$ cat src/rtl/q32_div_pkg.sv
package q32_div_pkg;
  typedef enum logic [1:0] {
    ST_IDLE  = 2'd0,
    ST_SETUP = 2'd1,
    ST_RUN   = 2'd2,
    ST_FIX   = 2'd3
  } div_state_e;
endpackage

$ cat src/rtl/q32_sign_prep.sv
module q32_sign_prep #(
  parameter int W = 64
) (
  input  logic [W-1:0] num_i,
  input  logic [W-1:0] den_i,
  output logic [W-1:0] num_mag_o,
  output logic [W-1:0] den_mag_o,
  output logic         neg_o
);
  assign num_mag_o = num_i[W-1] ? (~num_i + {{(W-1){1'b0}}, 1'b1}) : num_i;
  assign den_mag_o = den_i[W-1] ? (~den_i + {{(W-1){1'b0}}, 1'b1}) : den_i;
  assign neg_o     = num_i[W-1] ^ den_i[W-1];
endmodule

$ cat src/rtl/q32_div_step.sv
module q32_div_step #(
  parameter int W = 64
) (
  input  logic [2*W-1:0] rem_i,
  input  logic [W-1:0]   den_i,
  output logic [2*W-1:0] rem_o
);
  // upper half after the shift, keeping the bit that leaves the top
  logic [W:0] top_w;
  logic [W:0] diff_w;
  logic       ge;

  assign top_w  = rem_i[2*W-1:W-1];
  assign diff_w = top_w - {1'b0, den_i};
  assign ge     = (top_w >= {1'b0, den_i});
  assign rem_o  = ge ? {diff_w[W-1:0], rem_i[W-2:0], 1'b1}
                     : {top_w[W-1:0], rem_i[W-2:0], 1'b0};
endmodule

$ cat src/rtl/q32_sign_fix.sv
module q32_sign_fix #(
  parameter int W = 64
) (
  input  logic [W-1:0] uq_i,
  input  logic         neg_i,
  input  logic         pre_ovf_i,
  output logic [W-1:0] q_o,
  output logic         ovf_o
);
  localparam logic [W-1:0] MAXV = {1'b0, {(W-1){1'b1}}};
  localparam logic [W-1:0] MINV = {1'b1, {(W-1){1'b0}}};

  logic range_bad;

  assign range_bad = neg_i ? (uq_i > MINV) : uq_i[W-1];
  assign ovf_o     = pre_ovf_i | range_bad;
  assign q_o       = ovf_o ? (neg_i ? MINV : MAXV)
                           : (neg_i ? (~uq_i + {{(W-1){1'b0}}, 1'b1}) : uq_i);
endmodule

$ cat src/rtl/q32_divider.sv
module q32_divider
  import q32_div_pkg::*;
#(
  parameter int INT_W  = 32,
  parameter int FRAC_W = 32
) (
  input  logic                      clk,
  input  logic                      rst_n,
  input  logic                      start_i,
  input  logic [INT_W+FRAC_W-1:0]   dividend_i,
  input  logic [INT_W+FRAC_W-1:0]   divisor_i,
  input  logic                      round_i,
  output logic                      busy_o,
  output logic                      done_o,
  output logic [INT_W+FRAC_W-1:0]   quot_o,
  output logic                      ovf_o,
  output logic                      dz_o
);
  localparam int W     = INT_W + FRAC_W;
  localparam int CNT_W = $clog2(W);
  localparam logic [CNT_W-1:0] LAST = CNT_W'(W - 1);

  // reset: asserted asynchronously, released through two flops
  logic [1:0] rst_sync_q;
  logic       rst_int_n;

  always_ff @(posedge clk or negedge rst_n) begin
    if (!rst_n) rst_sync_q <= 2'b00;
    else        rst_sync_q <= {rst_sync_q[0], 1'b1};
  end
  assign rst_int_n = rst_sync_q[1];

  div_state_e       state_q, state_d;
  logic [CNT_W-1:0] cnt_q;
  logic [W-1:0]     num_q, den_q;
  logic             rnd_q;
  logic [2*W-1:0]   rem_q;
  logic             povf_q, dz_q;
  logic             done_q, ovf_q, dzo_q;
  logic [W-1:0]     quot_q;

  logic cap_en, ld_en, run_en, fix_en;

  logic [W-1:0]   num_mag, den_mag;
  logic           neg;
  logic [2*W-1:0] ext_base, ext_rnd, rem_step;
  logic [W-1:0]   fix_q;
  logic           fix_ovf;

  q32_sign_prep #(.W(W)) u_prep (
    .num_i     (num_q),
    .den_i     (den_q),
    .num_mag_o (num_mag),
    .den_mag_o (den_mag),
    .neg_o     (neg)
  );

  assign ext_base = {{W{1'b0}}, num_mag} << FRAC_W;
  assign ext_rnd  = ext_base + (rnd_q ? {{(W+1){1'b0}}, den_mag[W-1:1]}
                                      : {(2*W){1'b0}});

  q32_div_step #(.W(W)) u_step (
    .rem_i (rem_q),
    .den_i (den_mag),
    .rem_o (rem_step)
  );

  q32_sign_fix #(.W(W)) u_fix (
    .uq_i      (rem_q[W-1:0]),
    .neg_i     (neg),
    .pre_ovf_i (povf_q),
    .q_o       (fix_q),
    .ovf_o     (fix_ovf)
  );

  // next state and enables
  always_comb begin
    state_d = state_q;
    cap_en  = 1'b0;
    ld_en   = 1'b0;
    run_en  = 1'b0;
    fix_en  = 1'b0;
    case (state_q)
      ST_IDLE: begin
        if (start_i) begin
          cap_en  = 1'b1;
          state_d = ST_SETUP;
        end
      end
      ST_SETUP: begin
        ld_en   = 1'b1;
        state_d = ST_RUN;
      end
      ST_RUN: begin
        run_en = 1'b1;
        if (cnt_q == LAST) state_d = ST_FIX;
      end
      ST_FIX: begin
        fix_en  = 1'b1;
        state_d = ST_IDLE;
      end
      default: state_d = ST_IDLE;
    endcase
  end

  // control and output registers
  always_ff @(posedge clk or negedge rst_int_n) begin
    if (!rst_int_n) begin
      state_q <= ST_IDLE;
      cnt_q   <= '0;
      done_q  <= 1'b0;
      quot_q  <= '0;
      ovf_q   <= 1'b0;
      dzo_q   <= 1'b0;
    end else begin
      state_q <= state_d;
      done_q  <= fix_en;
      if (ld_en)       cnt_q <= '0;
      else if (run_en) cnt_q <= cnt_q + 1'b1;
      if (fix_en) begin
        quot_q <= fix_q;
        ovf_q  <= fix_ovf;
        dzo_q  <= dz_q;
      end
    end
  end

  // datapath registers, no reset
  always_ff @(posedge clk) begin
    if (cap_en) begin
      num_q <= dividend_i;
      den_q <= divisor_i;
      rnd_q <= round_i;
    end
    if (ld_en) begin
      povf_q <= (ext_rnd[2*W-1:W] >= den_mag);
      dz_q   <= (den_mag == '0);
    end
    if (ld_en)       rem_q <= ext_rnd;
    else if (run_en) rem_q <= rem_step;
  end

  assign busy_o = (state_q != ST_IDLE);
  assign done_o = done_q;
  assign quot_o = quot_q;
  assign ovf_o  = ovf_q;
  assign dz_o   = dzo_q;
endmodule

$ cat config.mk
export PLATFORM = sky130hd
export DESIGN_NAME = q32_divider
export DESIGN_NICKNAME = d
export VERILOG_FILES = /design/src/rtl/q32_div_pkg.sv /design/src/rtl/q32_sign_prep.sv /design/src/rtl/q32_div_step.sv /design/src/rtl/q32_sign_fix.sv /design/src/rtl/q32_divider.sv
export SDC_FILE = /design/constraint.sdc
export NUM_CORES = 1
export LEC_CHECK = 0
export BUFFER_PORTS_ARGS = -buffer_cell sky130_fd_sc_hd__buf_2
export CORE_MARGIN = 2
export CORE_UTILIZATION = 67
export CTS_CLUSTER_SIZE = 30
export DETAILED_ROUTE_END_ITERATION = 6
export HOLD_SLACK_MARGIN = 0.15
export PLACE_DENSITY = 0.95
export SYNTH_ARGS = -nofsm -noshare
export SYNTH_HDL_FRONTEND = slang
export SYNTH_SLANG_ARGS = --single-unit
$ cat constraint.sdc
create_clock -name clk -period 5.4 [get_ports clk]
set_input_delay 0.27 -clock clk [delete_from_list [all_inputs] [get_ports clk]]
set_output_delay 0.27 -clock clk [all_outputs]
set_load 0.005 [all_outputs]
==> results of run 1 <==
==> logic make-up after synthesis <==
logic type	synth area share (%)
and+or+nand+nor	17.8
AOI/OAI and AO/OA	20.2
DFF	38.9
buffers and inverters	3.83
xor gates and xnor gates	8.36
adders and majority gates	7.04
muxes	3.88
other	0.0301
==> metrics by stage <==
| step | hold WS (ns) | cells |
|---|---|---|
| after CTS | 0.354 | 4038 |
| after detailed placement | 0.0562 | 3797 |
| after global placement | 0.0551 | 3797 |
| after floorplan | -0.0256 | 2725 |
==> Yosys cell counts (14+ instances only) <==
master / instances
xor2_1: 120
o21ai_0: 181
nor3_1: 81
mux2_2: 77
ha_1: 137
buf_1: 14
edfxtp_1: 259
a31oi_1: 31
xnor2_1: 118
o22ai_1: 37
nand2b_1: 24
o31ai_1: 50
dfrtp_1: 77
or3_1: 38
o41ai_1: 29
o21bai_1: 20
a211oi_1: 23
nor2b_1: 24
or4_1: 29
nand4_1: 53
o2bb2ai_1: 20
nand3_1: 71
and4_1: 16
nor2_1: 200
o211ai_1: 39
nand2_1: 232
and3_1: 21
a21o_1: 44
o21a_1: 17
inv_1: 119
a21oi_1: 218
nor4_1: 35
clkbuf_1: 113
==> per-layer routing <==
layer  track usage (%)  GRT overflow
met2               107           853
met1              89.1            57
met5              71.5             9
met3              84.3            84
met4              99.4           428
==> timing repair <==
action / CTS
endpoints found under the hold margin: 132
hold buffers: 132
setup buffers: 33
setup endpoints to repair: 89
pin swaps: 44
cloned: 5
resized for setup: 140
==> results.yml, run 1 <==
status:
  run_status: "aborted with a tool error"
  lastStage: "5_1_grt"
  toolErrorMsg: "[ERROR GRT-0116] Global routing finished with congestion. Check the congestion regions in the DRC Viewer."
place:
  placement.cell_area_um2: 30300
  portBuffers: 199
  place.detailed.hpwl_um: 76400
  gpl.final_weighted_congestion: 1.23
  placement.setup.worst_slack_ns: -2.14
global_routing:
  largest_net_degree_at_the_start_of_global_routing: 119
  grt_pass1_wl_um: 276000
  groute.usage.overall_pct: 94.1
  first_global_vias: 40300
  globalRoute.totalOverflow: 1431
logic_synthesis:
  ys_types: 77
  synth_top_cell_area_share_pct: 31.2
  syn_area_um2: 24900
  synthArstFlopShare_pct: 22.9
  synth_seq_area_share_pct: 38.9
  synth_cells: 2725
  synth.ff_latch_count: 336
  synthesis.nets: 2996
  synth_area_leaders: "edfxtp_1 (31%), dfrtp_1 (7.7%), ha_1 (6.9%)"
  number_of_synthesized_flops_with_an_enable_pin: 259
  ys_dominant_reg_cell: "edfxtp_1"
  yosys_warnings: 0
  synth.avg_cell_area_um2: 9.15
  synth.largest_area_cell: "edfxtp_1"
clock_tree:
  max_buffers_root_to_sink: 3
  cts_h_tree_lvls: 2
  clock-root-buffer: "clkbuf_16"
  numCtsBuffers: 39
  clock-sinks: 336
die:
  die_h_um: 197
  die_width_um: 197
  io_pins: 200
  initial_standard_cell_utilization_of_the_core_pct: 68.1
  placement_rows: 70
==> run 2, diff against run 1 <==
CORE_UTILIZATION = 40   (was 67)
CTS_CLUSTER_SIZE = default   (was 30)
HOLD_SLACK_MARGIN = default   (was 0.15)
PLACE_DENSITY = default   (was 0.95)
PLACE_DENSITY_LB_ADDON = 0.15   (was default)
==> results.yml, run 2 <==
global_routing:
  grt_pass1_wl_um: 153000
  largest_net_degree_at_the_start_of_global_routing: 78
  first_global_vias: 25400
  globalRoute.totalOverflow: 0
  groute.usage.overall_pct: 31.4
  antenna_found_initial: 1
drt:
  ant_nets: 0
  average_via_count_per_standard_cell: 5.64
  routed_wire_length_per_instance_um: 22.5
  detailroute.via_count: 25800
  detailedRoute.firstIterationViolations: 2300
  detail_route.first_pass.iterations: 5
  drt-total-wl_um: 103000
  drc: 0
power:
  clock_power_share_pct: 11.2
  peakVddDrop_mv: 0.410
  internal_power_uw: 13400
  total_leakage_power_uw: 0.0151
  p_seq_share_pct: 22.5
  p_comb_share_pct: 66.2
  power_switching_share_pct: 44.0
  power-per-cell-area_nw_per_um2: 660
  net_switching_uw: 10500
cells_and_area:
  post-route-cell-area_um2: 36200
  fillerInstances: 5495
  most_common_cell_after_layout_fill_and_taps_aside: "buf_4"
  regArea_um2: 9710
  flip_flop_count_of_the_largest_register_after_layout: 128
  multiInputGateArea_um2: 15600
  final_layout_size_suffix_gt1_share_pct: 34.0
  max_flop_register: "rem_q"
  design.final.nets: 3975
  flow.area_growth_from_synthesis_pct: 45.4
  layout_common_cells: "buf_4 (694), edfxtp_1 (259), nand2_1 (227)"
  number_of_standard_cells_in_the_final_layout_excluding_fillers: 4573
logic_synthesis:
  synth_seq_area_share_pct: 38.9
  ys_top_cells_by_count: "edfxtp_1 (259), nand2_1 (232), a21oi_1 (218), nor2_1 (200), o21ai_0 (181)"
  synth_top_cell_area_share_pct: 31.2
  synth_cells: 2725
  synth.avg_cell_area_um2: 9.15
  ys_dominant_reg_cell: "edfxtp_1"
  number_of_synthesized_flops_with_an_enable_pin: 259
  synth.largest_area_cell: "edfxtp_1"
  yosys_warnings: 0
  yosys.cell_count.top_type: "edfxtp_1"
  synthesis.nets: 2996
  ys_types: 77
  synth.ff_latch_count: 336
  synth_area_leaders: "edfxtp_1 (31%), dfrtp_1 (7.7%), ha_1 (6.9%)"
  synthArstFlopShare_pct: 22.9
  syn_area_um2: 24900
setup_path:
  arrival_ns: 7.56
  startpoint_type: "flip-flop"
  crit-reg2reg-launch: "den_q[11]"
  setup.worst_path.end_class: "flip-flop"
  cp_peak_stage_delay_ns: 0.60
  timing.critical_path.from: "den_q[11]"
  criticalPathCategory: "flip-flop to flip-flop"
  worst-endpoint-required_ns: 5.72
  crit_path_max_fanout: 6
  path_common_cell: "or4_4"
  slowest_stage: "or4_4"
place:
  portBuffers: 199
  place.detailed.hpwl_um: 79400
  gpl.final_weighted_congestion: 1.00
  placement.setup.worst_slack_ns: -2.00
  number_of_placed_instances_with_taps_included: 4315
  placement.cell_area_um2: 31900
sta:
  timing_worst_slew_pin_value_ns: 1.19
  unrepaired_setup_endpoints_after_global_routing: "yes"
  final-max-slew-violation-count: 0
  layout_min_cycle_time_ns: 7.24
  relSlewSlack_pct: 20.7
  report.final.hold_viol_count: 0
  timing.final.crit_share_pct: 134
  timing.final.setup_violations: 77
  fin_skew_ns: 0.0243
  worst_slack_ns: -1.84
  achievable-frequency_mhz: 138
  final.hold.worst_slack_ns: 0.0962
clock_tree:
  clkSlewWorstSetupHoldPaths_ns: 0.06
  clock-root-buffer: "clkbuf_16"
  cts_h_tree_lvls: 2
  cts_tree: "built"
  clock_latency_of_the_later_clocked_register_in_the_worst_skew_pair_ns: 0.60
  clock-sinks: 336
  max_buffers_root_to_sink: 3
  numCtsBuffers: 41
die:
  placeableCoreArea_um2: 61700
  die_h_um: 254
  die_width_um: 254
  initial_standard_cell_utilization_of_the_core_pct: 40.4
  placement_rows: 91
  die_area_um2: 64300
  io_pins: 200
hold_path:
  min-delay-start: "start_i"
  worst_hold_path_type: "input pin to flip-flop"
status:
  run_status: "finished with violations"
  failed_checks: "negative setup slack"
job:
  maxcap_viol_count: 0
[run 2: cell counts after synthesis]
No cell type changed its count.
[run 2: per-layer routing]
layer	track usage, %	wire length, µm	vias to the layer above
met4	10.0	3770	0
met2	51.8	47500	914
met1	43.0	45400	12500
li1	-	-	12200
met3	3.49	6290	181
met5	0	0	-
[run 2: timing repair]
action / 4_1_cts / 5_1_grt
setup endpoints to repair: 83 / 85
hold buffers: 131 / 0
buffers inserted: 31 / 23
hold endpoints to repair: 131 / 0
pin swaps: 29 / 46
cloned: 8 / 1
gates resized for setup: 150 / 113
[run 2: power groups by stage]
stage	logic, µW	clock network [µW]	registers, µW
after floorplan	8000	0	5250
after global placement	13800	0	5350
after detailed placement	14000	0	5390
after CTS	15200	2730	5360
after global routing	17000	2830	5520
final	15800	2690	5390
[run 2: path summary, 6_finish.rpt]
path | end | slack, ns | depth (start not counted)
worst max-delay path | povf_q | -1.84 | 28
worst min-delay path | state_q[0] | 0.1 | 3
worst max register to register | povf_q | -1.84 | 28
worst min register to register | rst_sync_q[1] | 0.35 | 0
max in group asynchronous | quot_o[57] | 4.27 | 0
min in group asynchronous | cnt_q[2] | 0.50 | 0
[run 2: worst max-delay path: cells and delay by family (launching register included)]
family	cells	cell delay, ns
simple gates	13	3.53
compound gates	10	1.94
fa+ha+maj	2	0.52
xor+xnor	2	0.47
flops	1	0.39
buf+inv	1	0.11
[run 2: cell type report]
cell class | instances | area share, %
clock buffers | 52 | 2.94
well taps | 837 | 2.89
clock inverters | 22 | 0.573
diodes | 1 | 0.00690
inverters | 120 | 1.24
repair buffers | 1065 | 22.6
multi-input cells | 2140 | 43.0
flip-flops and latches | 336 | 26.8
[run 2: kinds of logic (layout without fill, tap and decap cells)]
family                     after synthesis  after routing  synth area share (%)
AOI/OAI and AO/OA                      791            791                  20.2
xor gates and xnor gates               238            238                  8.36
adders and majority gates              139            139                  7.04
buffers and inverters                  250           1259                  3.83
DFF                                    336            336                  38.9
muxes                                   87             87                  3.88
other                                    2              3                0.0301
and+or+nand+nor                        882            883                  17.8
[run 2: through the flow]
| stage | power [µW] | utilization (%) | TNS, ns |
|---|---|---|---|
| after floorplan | 13300 | - | -9.32 |
| after global placement | 19100 | 51.7 | -57.18 |
| after detailed placement | 19400 | 51.7 | -58.83 |
| after CTS | 23300 | 57.6 | -46.06 |
| after global routing | 25400 | 58.7 | -55.97 |
| final | 23900 | 58.7 | -45.30 |
Note: power is estimated with default switching activity, not from simulation.
